===== src/rtl/smb_mon_pkg.sv =====
package smb_mon_pkg;

    typedef enum logic {
        ROLE_SLAVE  = 1'b0,
        ROLE_MASTER = 1'b1
    } bus_role_e;

    typedef struct packed {
        logic tmo;
        logic alert;
    } fault_flags_t;

    function automatic logic irq_of(input fault_flags_t f, input logic en);
        return en & (f.tmo | f.alert);
    endfunction

    function automatic logic sticky_next(input logic cur, input logic set, input logic clr);
        if (set)      return 1'b1;
        else if (clr) return 1'b0;
        else          return cur;
    endfunction

endpackage


===== src/rtl/smba_edge_sync.sv =====
module smba_edge_sync #(
    parameter int SYNC_STAGES = 2
) (
    input  logic clk,
    input  logic rst,
    input  logic line_in,
    output logic fall_seen
);
    localparam int HIST_W = SYNC_STAGES + 1;

    logic [HIST_W-1:0] hist;

    always_ff @(posedge clk) begin
        if (rst) begin
            hist <= '1;
        end else begin
            hist[0] <= line_in;
            for (int k = 1; k < HIST_W; k++) begin
                hist[k] <= hist[k-1];
            end
        end
    end

    assign fall_seen = hist[HIST_W-1] & ~hist[HIST_W-2];

endmodule


===== src/rtl/timeout_reactor.sv =====
module timeout_reactor
    import smb_mon_pkg::*;
(
    input  logic      clk,
    input  logic      rst,
    input  bus_role_e role,
    input  logic      tmo_det,
    input  logic      idle_ack,
    output logic      stop_pulse,
    output logic      release_hold
);
    logic tmo_master, tmo_slave;

    assign tmo_master = tmo_det & (role == ROLE_MASTER);
    assign tmo_slave  = tmo_det & (role == ROLE_SLAVE);

    always_ff @(posedge clk) begin
        if (rst) begin
            stop_pulse   <= 1'b0;
            release_hold <= 1'b0;
        end else begin
            stop_pulse   <= tmo_master;
            release_hold <= sticky_next(release_hold, tmo_slave, idle_ack);
        end
    end

    AST_STOP_FROM_MASTER_TMO: assert property (@(posedge clk) disable iff (rst)
        (tmo_det && role == ROLE_MASTER) |=> stop_pulse);
    AST_STOP_NEEDS_CAUSE: assert property (@(posedge clk) disable iff (rst)
        !(tmo_det && role == ROLE_MASTER) |=> !stop_pulse);
    AST_RELEASE_ON_SLAVE_TMO: assert property (@(posedge clk) disable iff (rst)
        (tmo_det && role == ROLE_SLAVE) |=> release_hold);
    AST_RELEASE_HELD: assert property (@(posedge clk) disable iff (rst)
        (release_hold && !idle_ack) |=> release_hold);

endmodule


===== src/rtl/fault_status.sv =====
module fault_status
    import smb_mon_pkg::*;
(
    input  logic         clk,
    input  logic         rst,
    input  logic         tmo_set,
    input  logic         alert_set,
    input  logic         tmo_clr,
    input  logic         alert_clr,
    input  logic         irq_en,
    output fault_flags_t flags,
    output logic         irq
);
    always_ff @(posedge clk) begin
        if (rst) begin
            flags <= '0;
        end else begin
            flags.tmo   <= sticky_next(flags.tmo, tmo_set, tmo_clr);
            flags.alert <= sticky_next(flags.alert, alert_set, alert_clr);
        end
    end

    assign irq = irq_of(flags, irq_en);

    AST_TMO_SETS_FLAG: assert property (@(posedge clk) disable iff (rst)
        tmo_set |=> flags.tmo);
    AST_TMO_STICKY: assert property (@(posedge clk) disable iff (rst)
        (flags.tmo && !tmo_clr) |=> flags.tmo);
    AST_ALERT_STICKY: assert property (@(posedge clk) disable iff (rst)
        (flags.alert && !alert_clr) |=> flags.alert);
    AST_IRQ_NEEDS_EN: assert property (@(posedge clk) disable iff (rst)
        irq |-> irq_en);

endmodule


===== src/rtl/smb_fault_supervisor.sv =====
module smb_fault_supervisor
    import smb_mon_pkg::*;
#(
    parameter int SYNC_STAGES = 2
) (
    input  logic clk,
    input  logic rst,
    input  logic role_master,
    input  logic host_en,
    input  logic alert_det_en,
    input  logic err_irq_en,
    input  logic tmo_det,
    input  logic smba_in,
    input  logic bus_idle_ack,
    input  logic clr_tmo,
    input  logic clr_alert,
    output logic stop_req,
    output logic bus_release,
    output logic tmo_flag,
    output logic alert_flag,
    output logic err_irq
);
    bus_role_e    role;
    logic         smba_fall;
    logic         alert_arm;
    fault_flags_t flags;

    assign role      = role_master ? ROLE_MASTER : ROLE_SLAVE;
    assign alert_arm = smba_fall & host_en & alert_det_en;

    smba_edge_sync #(.SYNC_STAGES(SYNC_STAGES)) u_sync (
        .clk       (clk),
        .rst       (rst),
        .line_in   (smba_in),
        .fall_seen (smba_fall)
    );

    timeout_reactor u_react (
        .clk          (clk),
        .rst          (rst),
        .role         (role),
        .tmo_det      (tmo_det),
        .idle_ack     (bus_idle_ack),
        .stop_pulse   (stop_req),
        .release_hold (bus_release)
    );

    fault_status u_status (
        .clk       (clk),
        .rst       (rst),
        .tmo_set   (tmo_det),
        .alert_set (alert_arm),
        .tmo_clr   (clr_tmo),
        .alert_clr (clr_alert),
        .irq_en    (err_irq_en),
        .flags     (flags),
        .irq       (err_irq)
    );

    assign tmo_flag   = flags.tmo;
    assign alert_flag = flags.alert;

    AST_ALERT_NEEDS_ENABLES: assert property (@(posedge clk) disable iff (rst)
        $rose(alert_flag) |-> $past(host_en && alert_det_en));

endmodule


===== config.mk =====
export PLATFORM = sky130hd
export DESIGN_NAME = smb_fault_supervisor
export DESIGN_NICKNAME = d
export VERILOG_FILES = /design/src/rtl/smb_mon_pkg.sv /design/src/rtl/smba_edge_sync.sv /design/src/rtl/timeout_reactor.sv /design/src/rtl/fault_status.sv /design/src/rtl/smb_fault_supervisor.sv
export SDC_FILE = /design/constraint.sdc
export NUM_CORES = 1
export LEC_CHECK = 0
export BUFFER_PORTS_ARGS = -buffer_cell sky130_fd_sc_hd__buf_2
export CORE_AREA = 3 3 40 42
export DETAILED_ROUTE_END_ITERATION = 10
export DIE_AREA = 0 0 43 45
export GPL_TIMING_DRIVEN = 0
export MAX_ROUTING_LAYER = met4
export PLACE_DENSITY_LB_ADDON = 0.3
export SYNTH_ARGS = -nofsm -noshare
export SYNTH_HDL_FRONTEND = slang
export SYNTH_HIERARCHICAL = 1
export SYNTH_SLANG_ARGS = --single-unit

===== constraint.sdc =====
create_clock -name clk -period 1.9 [get_ports clk]
set_input_delay 0.38 -clock clk [delete_from_list [all_inputs] [get_ports clk]]
set_output_delay 0.38 -clock clk [all_outputs]
set_load 0.03 [all_outputs]

Yosys cells after proc, flatten, opt, wreduce, memory -nomap -nowiden --
Cells that the tools add are included.
Word-level totals: register bits after elaboration 7, input port bits 11, output and inout bits 5, word-level logic and storage cells 24
Operators by class: multiplexer cells 7, bitwise logic cells 9, reduce and logical (&&, ||, !) cells 3
Operator list (number):
- 2-to-1 mux 1 bit | 7
- bitwise AND 1 bit | 6
- nonzero test 2 bit | 3
- NOT 1 bit | 2
- bitwise OR 1 bit | 1

Longest topological paths before layout --
depth after elaboration 5, depth in mapped cells 4, depth with buffers taken out 4

Modules after synthesis --
Netlist, hierarchy kept.
Modules (own cells, without submodules):
- smba_edge_sync | times used 1, cells each 7, area each 85.1 um^2
- fault_status | times used 1, cells each 9, area each 77.6 um^2
- timeout_reactor | times used 1, cells each 7, area each 68.8 um^2
- smb_fault_supervisor | times used 1, cells each 1, area each 6.3 um^2

Worst setup path before layout --
Ideal clock, no wire load.
path type register -> output, start register, netlist name u_status/flags[1], end output port err_irq, arrival 0.848 ns, required time 1.520 ns, setup slack 0.672 ns, stages on the path, launching flop included 2, cell sequence dfxtp_1 > o21a_1
Between the ends: longest elaborated chain between the ends 2
Ends and longest elaborated chain:
- bitwise OR 1 bit | line smb_mon_pkg.sv:14 | return en & (f.tmo | f.alert);
- bitwise AND 1 bit | line smb_mon_pkg.sv:14
- to (decl) | line smb_fault_supervisor.sv:21 | output logic err_irq
No other way between the ends.

Worst setup path in the final report --
start register, netlist name u_status/flags[1], end output port err_irq
Between the ends: longest elaborated chain between the ends 2
Ends and longest elaborated chain (line):
- bitwise OR 1 bit | smb_mon_pkg.sv:14
- bitwise AND 1 bit | smb_mon_pkg.sv:14
No other way between the ends.

==> out/qor.yml <==
pwr-share-comb_pct: 10.9
setup_ws_ns: 0.616
clk_path_buf_depth: 2
cts_tree: "built"
ff2ff_path_depth: 4
insertion_delay_ns: 0.24
netlist_area_sq_um: 238
p_sw_uw: 72.6
pwr_density_cell_mw_per_mm2: 899
grt_first_pass_wirelength_um: 807
fp.dieH_um: 45
ctsHtreeMaxLevel: 1
hold_buffers: 0
path_class: "reg2out"
port_buffers: 15
vias: 207
grt_max_degree: 8
antenna_cells: 0
hold_start: "smba_in"
synthCells: 24
via_per_inst: 3.57
syn_area_per_cell_sq_um: 9.91
worst_pin_slew_ns: 0.159
overflow: 0
cp.arrival_ns: 0.90
clock.fmax_mhz: 779
dieArea_sq_mm: 0.00194
cp-start-kind: "register"
cts_sinks: 7
hold_path_class: "in2reg"
hold-path-endpoint: "u_sync/hist[0]"
gp_congestion: 0.637
vdd_drop_max_uv: 296
ctsResizeCount: 0
internal_power_uw: 249
syn_to_final_growth_pct: 50.5
core_area_sq_mm: 0.00128
power.share.clock_pct: 40.7
path_max_fanout: 3
dieWidth_um: 43
min_path_cells: 2
cts_root_buffer: "clkbuf_4"
synthDistinctLibCells: 11
antenna_found_initial: 0
setup_viol: 0
drv_slew: 0
routed_wl_um: 462
drc: 0
dpl_cell_area_sq_um: 332
relSlewSlack_pct: 89.5
nets: 55
grt_use_total_pct: 6.37
fin_tns_setup_ns: 0
leakagePower_nw: 0.173
drtAntennaViolNets: 0
swShare_pct: 22.5
dp_slack_ns: 0.778
postLayoutCoreUtil_pct: 27.8
wire_per_inst_um: 7.97
yosys_warnings: 6
synth_nets: 35
cts_buffers: 3
outcome: "finished, final reports clean"
dp_hpwl_um: 368
r2r_slack_ns: 1.15
grt_pass1_vias: 196
synth_top_area_cell: "dfxtp_1"
hold_slack_ns: 0.320
regToRegEndpoint: "u_status/flags[0]"
maxCapViolations: 0
design_area_sq_um: 358
synthTopCellsByArea: "dfxtp_1 (59%), nand2b_1 (11%), or2_1 (7.9%), a21oi_1 (4.2%), a21oi_2 (3.7%)"
fin_crit_ns: 1.28
endpoint_kind: "output pin"
drt_iter0_drc: 1
cp.required_ns: 1.52
hold_violations: 0
yosys.area.top_type_share_pct: 58.9
ys_ff_latch: 7
io-pin-count: 16
fin_crit_sh_pct: 67.6
seq_power_share_pct: 48.4
reg2reg_from: "u_sync/hist[2]"
clkTransAtPathRegs_ns: 0.05
first_pass_iters: 4
start_util_pct: 18.5
num_rows: 13
ys_seq_area_share_pct: 58.9
cts_setup_buffers: 0
drive_above_1_share_pct: 44.2
rsz0062_at_grt: "no"
skew_ns: 0.0000981
-- cells in the final DEF, fill, tap and decap left out --
cell type / count
dfxtp_1: 7
nor2_1: 1
nand2b_1: 4
a21oi_2: 1
buf_2: 15
a21oi_1: 2
nor2b_1: 1
nand2_1: 1
or2_1: 3
o21a_1: 1
inv_1: 2
clkbuf_1: 1
clkbuf_4: 3
and3_1: 1
-- cells by family after synthesis --
group,after synthesis,share of synthesized area (%)
flip-flops,7,58.9
buffers and inverters,2,3.16
AND/OR/NAND/NOR,11,26.8
AO/OA/AOI/OAI,4,11.1
-- registers in the layout, summed over array words and instances (netlist names) --
name	cells
u_react/stop_pulse	1
u_sync/hist	3
u_react/release_hold	1
u_status/flags	2
-- power by group through the flow --
stage | logic (mW) | registers (mW) | clock network, mW
2_1_floorplan | 0.0110 | 0.166 | 0
3_3_place_gp | 0.0355 | 0.159 | 0
3_5_place_dp | 0.0356 | 0.159 | 0
4_1_cts | 0.0357 | 0.156 | 0.140
5_1_grt | 0.0390 | 0.157 | 0.147
6_report | 0.0351 | 0.156 | 0.131
-- cell type report --
cell class | count | area [sq um]
sequential | 7 | 140
tap | 15 | 18.8
multi-input combinational | 15 | 90.1
inverter | 2 | 7.51
clock buffer | 4 | 26.3
timing repair buffer | 15 | 75.1
fill | 154 | 927
-- worst max-delay path: stages, from the launching register on --
cell and delay (ns):
dfxtp_1 0.31, o21a_1 0.17, buf_2 0.17
-- cell usage after synthesis --
library cell	count
a21oi_1	2
a21oi_2	1
and3_1	1
dfxtp_1	7
inv_1	2
nand2_1	1
nand2b_1	4
nor2_1	1
nor2b_1	1
o21a_1	1
or2_1	3
-- metrics by stage --
stage	std cells	power [mW]
finish	58	0.322
global route	58	0.343
CTS	58	0.331
detailed placement	54	0.194
global placement	54	0.194
floorplan	24	0.177
-- routing by layer --
metal  wire length [um]  GRT usage (%)  up-vias
met2                189           6.89       11
met3                 72           5.18        0
li1                   -              -      114
met1                200           7.06       82
met4                  0           5.42        0
met5                  0              -        -
-- worst max-delay path by stage --
stage                            from       to  slack, ns
floorplan           u_status/flags[1]  err_irq       0.67
global placement           err_irq_en  err_irq       0.78
detailed placement         err_irq_en  err_irq       0.78
CTS                 u_status/flags[1]  err_irq       0.60
global route        u_status/flags[1]  err_irq       0.57
finish              u_status/flags[1]  err_irq       0.62
Note: power is estimated with default switching activity, not from simulation.
